$ cat src/rtl/xfer_pkg.sv
package xfer_pkg;

    typedef enum logic [1:0] {
        ST_IDLE,
        ST_ARM,
        ST_RD,
        ST_WR
    } xfer_st_e;

    typedef enum logic [1:0] {
        SRC_SW   = 2'd0,
        SRC_U0   = 2'd1,
        SRC_U1   = 2'd2,
        SRC_EXT  = 2'd3
    } xfer_src_e;

    // control word bit positions
    localparam int B_RUN   = 0;
    localparam int B_DONE  = 1;
    localparam int B_MODE  = 2;   // [3:2]
    localparam int B_UDIR  = 4;
    localparam int B_SDEC  = 5;
    localparam int B_SFIX  = 6;
    localparam int B_DDEC  = 7;
    localparam int B_DFIX  = 8;
    localparam int B_BLK   = 9;
    localparam int B_QPOL  = 10;
    localparam int B_QFILT = 11;
    localparam int B_WID   = 12;  // [13:12]
    localparam int B_CONT  = 14;
    localparam int B_DEM   = 15;
    localparam int B_QEN   = 16;
    localparam int B_KPOL  = 17;
    localparam int B_KEN   = 18;

    function automatic logic [1:0] size_code(input logic [1:0] wid);
        return (wid == 2'd3) ? 2'd2 : wid;
    endfunction

    function automatic logic [31:0] lane_mask(input logic [1:0] sz);
        case (sz)
            2'd0:    return 32'h0000_00FF;
            2'd1:    return 32'h0000_FFFF;
            default: return 32'hFFFF_FFFF;
        endcase
    endfunction

endpackage

$ cat src/rtl/xfer_req_cond.sv
module xfer_req_cond #(
    parameter int FILT_LEN = 3
) (
    input  logic clk,
    input  logic rst_n,
    input  logic raw,
    input  logic pol_high,
    input  logic filt_en,
    input  logic en,
    output logic lvl,
    output logic rise
);
    localparam int FCW = (FILT_LEN < 2) ? 1 : $clog2(FILT_LEN);

    typedef struct packed {
        logic           lvl;
        logic           prev;
        logic [FCW-1:0] cnt;
    } cond_s;

    cond_s s_q, s_d;
    logic  act;

    assign act = pol_high ? raw : ~raw;

    always_comb begin
        s_d      = s_q;
        s_d.prev = s_q.lvl;
        if (!filt_en) begin
            s_d.lvl = act;
            s_d.cnt = '0;
        end else if (act != s_q.lvl) begin
            if (s_q.cnt == FCW'(FILT_LEN - 1)) begin
                s_d.lvl = act;
                s_d.cnt = '0;
            end else begin
                s_d.cnt = s_q.cnt + FCW'(1);
            end
        end else begin
            s_d.cnt = '0;
        end
    end

    always_ff @(posedge clk or negedge rst_n) begin
        if (!rst_n) s_q <= '0;
        else        s_q <= s_d;
    end

    assign lvl  = en & s_q.lvl;
    assign rise = en & s_q.lvl & ~s_q.prev;

    // a filtered rise needs the asserted level on the two preceding edges
    assert_filter_len_R10: assert property (@(posedge clk) disable iff (!rst_n)
        ($past(filt_en) && $past(filt_en, 2) && s_q.lvl && !$past(s_q.lvl))
        |-> ($past(act) && $past(act, 2)));

endmodule

$ cat src/rtl/xfer_addr_step.sv
module xfer_addr_step #(
    parameter int AW = 32
) (
    input  logic [AW-1:0] cur,
    input  logic          down,
    input  logic          hold,
    input  logic [1:0]    sz,
    output logic [AW-1:0] nxt
);
    logic [AW-1:0] step;

    assign step = AW'(1) << sz;

    always_comb begin
        if (hold)      nxt = cur;
        else if (down) nxt = cur - step;
        else           nxt = cur + step;
    end

endmodule

$ cat src/rtl/xfer_core.sv
module xfer_core
    import xfer_pkg::*;
#(
    parameter int AW = 32,
    parameter int CW = 16
) (
    input  logic          clk,
    input  logic          rst_n,
    input  logic          reg_wr,
    input  logic [1:0]    reg_sel,
    input  logic [31:0]   reg_wdata,
    input  logic          dreq_lvl,
    input  logic          dreq_rise,
    input  logic [3:0]    uart_req,
    input  logic          mem_ack,
    input  logic [31:0]   mem_rdata,
    input  logic [AW-1:0] src_nxt,
    input  logic [AW-1:0] dst_nxt,
    output logic [AW-1:0] src_q,
    output logic [AW-1:0] dst_q,
    output logic [CW-1:0] cnt_q,
    output logic [31:0]   ctl_q,
    output logic          run_q,
    output logic          done_q,
    output logic [1:0]    sz,
    output logic          mem_req,
    output logic          mem_we,
    output logic [AW-1:0] mem_addr,
    output logic [31:0]   mem_wdata,
    output logic          dack_act,
    output logic          bus_lock,
    output logic          irq
);
    typedef struct packed {
        xfer_st_e      st;
        logic [AW-1:0] src;
        logic [AW-1:0] dst;
        logic [CW-1:0] cnt;
        logic [31:0]   ctl;
        logic          run;
        logic          done;
        logic          irq;
        logic          pend;
        logic          blk_go;
        logic          abort;
        logic [31:0]   data;
    } core_s;

    core_s     s_q, s_d;
    xfer_src_e mode;
    logic      blk, cont_eff, dem_eff, busy, start, uline;
    logic [1:0] uidx;

    assign mode     = xfer_src_e'(s_q.ctl[B_MODE +: 2]);
    assign blk      = s_q.ctl[B_BLK];
    assign sz       = size_code(s_q.ctl[B_WID +: 2]);
    assign cont_eff = s_q.ctl[B_CONT] & ((mode == SRC_SW) | ((mode == SRC_EXT) & blk));
    assign dem_eff  = s_q.ctl[B_DEM] & ~blk & ~s_q.ctl[B_CONT] & (mode == SRC_EXT);
    assign busy     = (s_q.st != ST_IDLE);
    assign uidx     = {mode == SRC_U1, ~s_q.ctl[B_UDIR]};
    assign uline    = uart_req[uidx];

    always_comb begin
        case (mode)
            SRC_SW:  start = 1'b1;
            SRC_U0,
            SRC_U1:  start = uline;
            default: start = dem_eff ? dreq_lvl : (s_q.pend | (blk & s_q.blk_go));
        endcase
    end

    always_comb begin
        s_d     = s_q;
        s_d.irq = 1'b0;

        // register writes
        if (reg_wr) begin
            if (!busy) begin
                case (reg_sel)
                    2'd0: s_d.src = reg_wdata[AW-1:0];
                    2'd1: s_d.dst = reg_wdata[AW-1:0];
                    2'd2: s_d.cnt = reg_wdata[CW-1:0];
                    default: begin
                        s_d.ctl  = {reg_wdata[31:2], 2'b00};
                        s_d.done = 1'b0;
                        if (reg_wdata[B_RUN]) begin
                            s_d.run    = 1'b1;
                            s_d.st     = ST_ARM;
                            s_d.cnt    = (s_q.cnt == '0) ? CW'(1) : s_q.cnt;
                            s_d.pend   = 1'b0;
                            s_d.blk_go = 1'b0;
                            s_d.abort  = 1'b0;
                        end
                    end
                endcase
            end else if (reg_sel == 2'd3 && !reg_wdata[B_RUN]) begin
                s_d.abort = 1'b1;
            end
        end

        // sequencing
        case (s_q.st)
            ST_ARM: begin
                if (s_q.abort) begin
                    s_d.st    = ST_IDLE;
                    s_d.run   = 1'b0;
                    s_d.abort = 1'b0;
                end else if (start) begin
                    s_d.st     = ST_RD;
                    s_d.pend   = 1'b0;
                    s_d.blk_go = blk;
                end
            end
            ST_RD: begin
                if (mem_ack) begin
                    s_d.data = mem_rdata & lane_mask(sz);
                    s_d.st   = ST_WR;
                end
            end
            ST_WR: begin
                if (mem_ack) begin
                    s_d.src = src_nxt;
                    s_d.dst = dst_nxt;
                    s_d.cnt = s_q.cnt - CW'(1);
                    if (s_q.cnt == CW'(1)) begin
                        s_d.st   = ST_IDLE;
                        s_d.run  = 1'b0;
                        s_d.done = 1'b1;
                        s_d.irq  = 1'b1;
                    end else if (cont_eff && !s_q.abort && !s_d.abort) begin
                        s_d.st = ST_RD;
                    end else begin
                        s_d.st = ST_ARM;
                    end
                end
            end
            default: ;
        endcase

        // request edges seen while busy are kept until an item takes them
        if (mode == SRC_EXT && dreq_rise && busy) s_d.pend = 1'b1;
    end

    always_ff @(posedge clk or negedge rst_n) begin
        if (!rst_n) s_q <= '0;
        else        s_q <= s_d;
    end

    assign src_q     = s_q.src;
    assign dst_q     = s_q.dst;
    assign cnt_q     = s_q.cnt;
    assign ctl_q     = s_q.ctl;
    assign run_q     = s_q.run;
    assign done_q    = s_q.done;
    assign mem_req   = (s_q.st == ST_RD) | (s_q.st == ST_WR);
    assign mem_we    = (s_q.st == ST_WR);
    assign mem_addr  = mem_we ? s_q.dst : s_q.src;
    assign mem_wdata = s_q.data;
    assign dack_act  = mem_req & (mode == SRC_EXT);
    assign bus_lock  = cont_eff & busy;
    assign irq       = s_q.irq;

    assert_req_hold_R3: assert property (@(posedge clk) disable iff (!rst_n)
        (mem_req && !mem_ack) |=> (mem_req && $stable(mem_we) && $stable(mem_addr)));

    assert_irq_pulse_R4: assert property (@(posedge clk) disable iff (!rst_n)
        irq |=> !irq);

    assert_done_stops_R4: assert property (@(posedge clk) disable iff (!rst_n)
        irq |-> (!run_q && done_q));

    assert_cnt_live_R4: assert property (@(posedge clk) disable iff (!rst_n)
        busy |-> (cnt_q != '0));

    assert_src_fix_R2: assert property (@(posedge clk) disable iff (!rst_n)
        (s_q.st == ST_WR && mem_ack && s_q.ctl[B_SFIX]) |=> (src_q == $past(src_q)));

endmodule

$ cat src/rtl/xfer_chan.sv
module xfer_chan
    import xfer_pkg::*;
#(
    parameter int AW       = 32,
    parameter int CW       = 16,
    parameter int FILT_LEN = 3
) (
    input  logic          clk,
    input  logic          rst_n,
    input  logic          reg_wr,
    input  logic [1:0]    reg_sel,
    input  logic [31:0]   reg_wdata,
    output logic [31:0]   reg_rdata,
    input  logic [3:0]    uart_req,
    input  logic          ext_dreq,
    output logic          ext_dack,
    output logic          mem_req,
    output logic          mem_we,
    output logic [AW-1:0] mem_addr,
    output logic [1:0]    mem_size,
    output logic [31:0]   mem_wdata,
    input  logic          mem_ack,
    input  logic [31:0]   mem_rdata,
    output logic          bus_lock,
    output logic          irq
);
    logic [AW-1:0] src_q, dst_q, src_nxt, dst_nxt;
    logic [CW-1:0] cnt_q;
    logic [31:0]   ctl_q;
    logic          run_q, done_q, dreq_lvl, dreq_rise, dack_act;
    logic [1:0]    sz;

    xfer_req_cond #(.FILT_LEN(FILT_LEN)) u_req (
        .clk      (clk),
        .rst_n    (rst_n),
        .raw      (ext_dreq),
        .pol_high (ctl_q[B_QPOL]),
        .filt_en  (ctl_q[B_QFILT]),
        .en       (ctl_q[B_QEN]),
        .lvl      (dreq_lvl),
        .rise     (dreq_rise)
    );

    xfer_addr_step #(.AW(AW)) u_src_step (
        .cur  (src_q),
        .down (ctl_q[B_SDEC]),
        .hold (ctl_q[B_SFIX]),
        .sz   (sz),
        .nxt  (src_nxt)
    );

    xfer_addr_step #(.AW(AW)) u_dst_step (
        .cur  (dst_q),
        .down (ctl_q[B_DDEC]),
        .hold (ctl_q[B_DFIX]),
        .sz   (sz),
        .nxt  (dst_nxt)
    );

    xfer_core #(.AW(AW), .CW(CW)) u_core (
        .clk       (clk),
        .rst_n     (rst_n),
        .reg_wr    (reg_wr),
        .reg_sel   (reg_sel),
        .reg_wdata (reg_wdata),
        .dreq_lvl  (dreq_lvl),
        .dreq_rise (dreq_rise),
        .uart_req  (uart_req),
        .mem_ack   (mem_ack),
        .mem_rdata (mem_rdata),
        .src_nxt   (src_nxt),
        .dst_nxt   (dst_nxt),
        .src_q     (src_q),
        .dst_q     (dst_q),
        .cnt_q     (cnt_q),
        .ctl_q     (ctl_q),
        .run_q     (run_q),
        .done_q    (done_q),
        .sz        (sz),
        .mem_req   (mem_req),
        .mem_we    (mem_we),
        .mem_addr  (mem_addr),
        .mem_wdata (mem_wdata),
        .dack_act  (dack_act),
        .bus_lock  (bus_lock),
        .irq       (irq)
    );

    assign mem_size = sz;

    always_comb begin
        case (reg_sel)
            2'd0:    reg_rdata = 32'(src_q);
            2'd1:    reg_rdata = 32'(dst_q);
            2'd2:    reg_rdata = 32'(cnt_q);
            default: reg_rdata = ctl_q | {30'd0, done_q, run_q};
        endcase
    end

    assign ext_dack = (ctl_q[B_KEN] & dack_act) ? ctl_q[B_KPOL] : ~ctl_q[B_KPOL];

    assert_dack_R11: assert property (@(posedge clk) disable iff (!rst_n)
        !mem_req |-> (ext_dack == ~ctl_q[B_KPOL]));

endmodule

$ cat config.mk
export PLATFORM = sky130hd
export DESIGN_NAME = xfer_chan
export DESIGN_NICKNAME = d
export VERILOG_FILES = /design/src/rtl/xfer_pkg.sv /design/src/rtl/xfer_req_cond.sv /design/src/rtl/xfer_addr_step.sv /design/src/rtl/xfer_core.sv /design/src/rtl/xfer_chan.sv
export SDC_FILE = /design/constraint.sdc
export NUM_CORES = 1
export LEC_CHECK = 0
export ABC_CLOCK_PERIOD_IN_PS = 3700
export BUFFER_PORTS_ARGS = -buffer_cell sky130_fd_sc_hd__buf_4
export CAP_MARGIN = 20
export CORE_MARGIN = 2
export CORE_UTILIZATION = 60
export DETAILED_ROUTE_END_ITERATION = 8
export GPL_TIMING_DRIVEN = 1
export PLACE_DENSITY = 0.81
export SLEW_MARGIN = 30
export SYNTH_ARGS = -nofsm -noshare
export SYNTH_HDL_FRONTEND = slang
export SYNTH_HIERARCHICAL = 1
export SYNTH_SLANG_ARGS = --single-unit
$ cat constraint.sdc
create_clock -name clk -period 3.7 [get_ports clk]
set_input_delay 0.37 -clock clk [delete_from_list [all_inputs] [get_ports clk]]
set_output_delay 0.37 -clock clk [all_outputs]
set_load 0.01 [all_outputs]
==> run_results.csv <==
group,metric,value,unit
grt,track_usage,0.3256,
clocking,cts_tree,"built",
drt,drc_errors,0,
clocking,clock-root-buffer,"clkbuf_16",
critical_path,r2r_end,"u_core/dst_q[31]",
floorplanning,die-area,24120,um^2
pwr,p_leak,6.551,nW
layout,post-route-util,0.6481,
layout,drive_above_1_share,0.2252,
critical_path,critPathLaunchType,"flip-flop",
synth,yosysMostFrequentCell,"nand2_1",
pwr,peakVddDrop,0.0006221,V
synth,synth_cell_types,88,
sta,clock.fmax,292.9,MHz
synth,ys_seq_area_frac,0.2805,
synth,synth_area_per_cell,8.596,um^2
clocking,h-tree-depth,4,
clocking,cts.sinks,154,
critical_path,cp.required,3.99,ns
critical_path,cp.buffers_inverters,1,
floorplanning,num_rows,55,
pwr,power_frac_clock,0.110,
synth,synth_commonest_cells,"nand2_1, dfrtp_1, buf_4, o21ai_1, a21oi_1",
critical_path,path_cells,"buf_4, ha_1, a21oi_1, o211ai_1, a21oi_1, o21ai_1, or4b_1, o21ai_0, nor3_1, nand2_1, o21ai_0",
drt,vias_per_cell,6.310,
synth,synth_edf_count,0,
min_path,min_path_cells,2,
drt,drt-pass1-iter-count,6,
grt,gr-total-overflow,0,
critical_path,cp_slowest_cell,"dfrtp_1",
placement,port_buffers,177,
floorplanning,io_pins,178,
sta,worstMarginPinSlew,1.001,ns
pwr,p_sw_frac,0.4924,
drt,antenna_left,0,
drt,dr.first_iter.drc_count,957,
sta,relSlewSlack,0.3328,
pwr,p_int,0.007727,W
synth,syn_inst,1598,
synth,synth_top_cell_area_share,0.2805,
floorplanning,initial_core_util,0.6086,
sta,setup_ws,0.2863,ns
clocking,numCtsBuffers,17,
placement,pre_cts_ws,0.3513,ns
grt,grt_max_degree,95,
clocking,clk_latency,0.43,ns
min_path,hold_start,"mem_rdata[7]",
sta,hold_viol,0,
drt,wirelength,39080,um
sta,final_max_slew_viol_count,0,
floorplanning,fp.dieW,155.3,um
floorplanning,die_y,155.3,um
outcome,status,"finished clean",
critical_path,r2r_setup_slack,0.29,ns
min_path,hold_class,"in2reg",
sta,whs,0.1728,ns
sta,skew,0.01270,ns
pwr,power_frac_comb,0.652,
grt,grt_pass1_wl,62150,um
floorplanning,fp.coreArea,22570,um^2
clocking,cts.path.max_buffers,2,
synth,synth_seq_cells,154,
clocking,clk_pin_slew,0.06,ns
synth,synthArstFlopShare,1.000,
critical_path,slowest_delay,0.76,ns
critical_path,path_class,"reg2reg",
pwr,power,0.01522,W
critical_path,path_depth,11,
sta,fin_crit,3.414,ns
sta,finalSetupTns,0,ns
layout,areaGrowthSynthToFinish,6.485,%
synth,yosys.area.top_type,"dfrtp_1",
synth,synth_flop_cell,"dfrtp_1",
layout,antenna_cells,0,
critical_path,worstRegToRegCells,11,
clocking,holdBufCountCts,1,
critical_path,crit_fanout,19,
critical_path,r2r_start,"u_core/ctl_q[7]",
sta,rsz0062_at_grt,"false",
synth,synth_area_leaders,"dfrtp_1, buf_4, nand2_1",
drt,routedWlPerCell,20.84,um
pwr,power.density,1041,nW/um^2
min_path,hold_end,"u_core/mem_wdata[7]",
placement,place.gp.congestion,0.9990,
grt,antenna_found_initial,0,
pwr,p_sw,0.007497,W
placement,hpwlAfterDp,28750,um
flow_run,cap_viol_max_count,0,
sta,final-setup-viol-count,0,
pwr,seqPwrFrac,0.238,
sta,period_share,0.9226,
critical_path,cp-end-kind,"flip-flop",
synth,synth_area,13740,um^2
synth,yosys_warnings,6,
layout,num-nets-final,1722,
drt,vias,11830,
clocking,cts_setup_buffers,0,
critical_path,crit_family,"compound AO/OA/AOI/OAI gates",
critical_path,arrival,3.70,ns
grt,grt_pass1_vias,11430,
clocking,post_cts_resized,0,
[worst register-to-register path: cells and delay by family (launching register included)]
family | cells | cell delay (ns)
compound gates | 6 | 1.19
fa+ha+maj | 1 | 0.34
buf+inv | 1 | 0.37
flops | 1 | 0.76
simple gates | 3 | 0.62
[power groups by stage]
stage	logic (W)	clock network [W]	registers (W)
2_1_floorplan	0.00847	0	0.00286
3_3_place_gp	0.00954	0	0.00358
3_5_place_dp	0.00969	0	0.00362
4_1_cts	0.00977	0.00170	0.00360
5_1_grt	0.0109	0.00177	0.00374
6_report	0.00992	0.00168	0.00362
[stage by stage]
| step | cells | area (um^2) |
|---|---|---|
| after global placement | 1843 | 14070 |
| final | 1875 | 14630 |
| after floorplan | 1599 | 13740 |
| after CTS | 1875 | 14620 |
| after detailed placement | 1843 | 14070 |
| after global routing | 1875 | 14630 |
[cell usage in the layout, fill, tap and decap left out, types with 52 or more instances in the layout]
cell type,n
o21ai_1,109
mux2_2,80
nand2_1,246
mux2i_1,82
ha_1,67
nor2_1,52
o21ai_0,84
buf_4,192
dfrtp_1,152
a21oi_1,87
[area by class of cell]
| type | instances | area (um^2) |
|---|---|---|
| inverters | 46 | 172.7 |
| fillers | 1914 | 7944 |
| clock buffers | 21 | 450.4 |
| flip-flops and latches | 154 | 3856 |
| well taps | 285 | 356.6 |
| multi-input cells | 1163 | 8194 |
| repair buffers | 196 | 1503 |
| clock inverters | 10 | 95.09 |
[flip-flops by register name, indices dropped and copies added, names as in the netlist]
signal            cells
u_req/s_q             3
u_core/irq            1
u_core/run_q          1
u_core/mem_wdata     32
u_core/src_q         32
u_core/done_q         1
u_core/dst_q         32
u_core/cnt_q         16
u_core/s_q            5
u_core/ctl_q         30
u_req/s_d             1
[metal layers]
layer / up-vias / part of all wire / track usage
met4: 0 / 0.042 / 0.1415
li1: 5528 / - / -
met1: 5656 / 0.41 / 0.4188
met5: - / 0 / 0
met2: 538 / 0.48 / 0.5441
met3: 110 / 0.072 / 0.05376
[cell families (layout without fill, tap and decap cells)]
logic type                 count (synthesis)  after routing  share of synthesized area
AOI/OAI and AO/OA                        425            425                     0.1940
DFF                                      154            154                     0.2805
adders and majority gates                 69             69                    0.06394
muxes                                    178            178                     0.1524
other                                      1              2                  0.0002730
buffers and inverters                    282            273                     0.1245
xor gates and xnor gates                  62             62                    0.03953
and+or+nand+nor                          427            427                     0.1448
[worst max path at each step]
stage	from	endpoint	slack, ns
after floorplan	u_core/ctl_q[13]	u_core/src_q[29]	0.44
after global placement	u_core/ctl_q[5]	u_core/src_q[30]	0.47
after detailed placement	u_core/ctl_q[7]	u_core/dst_q[31]	0.35
after CTS	u_core/ctl_q[7]	u_core/dst_q[31]	0.33
after global routing	u_core/ctl_q[5]	u_core/src_q[30]	0.06
final	u_core/ctl_q[7]	u_core/dst_q[31]	0.29
(Power assumes the default switching activity.)
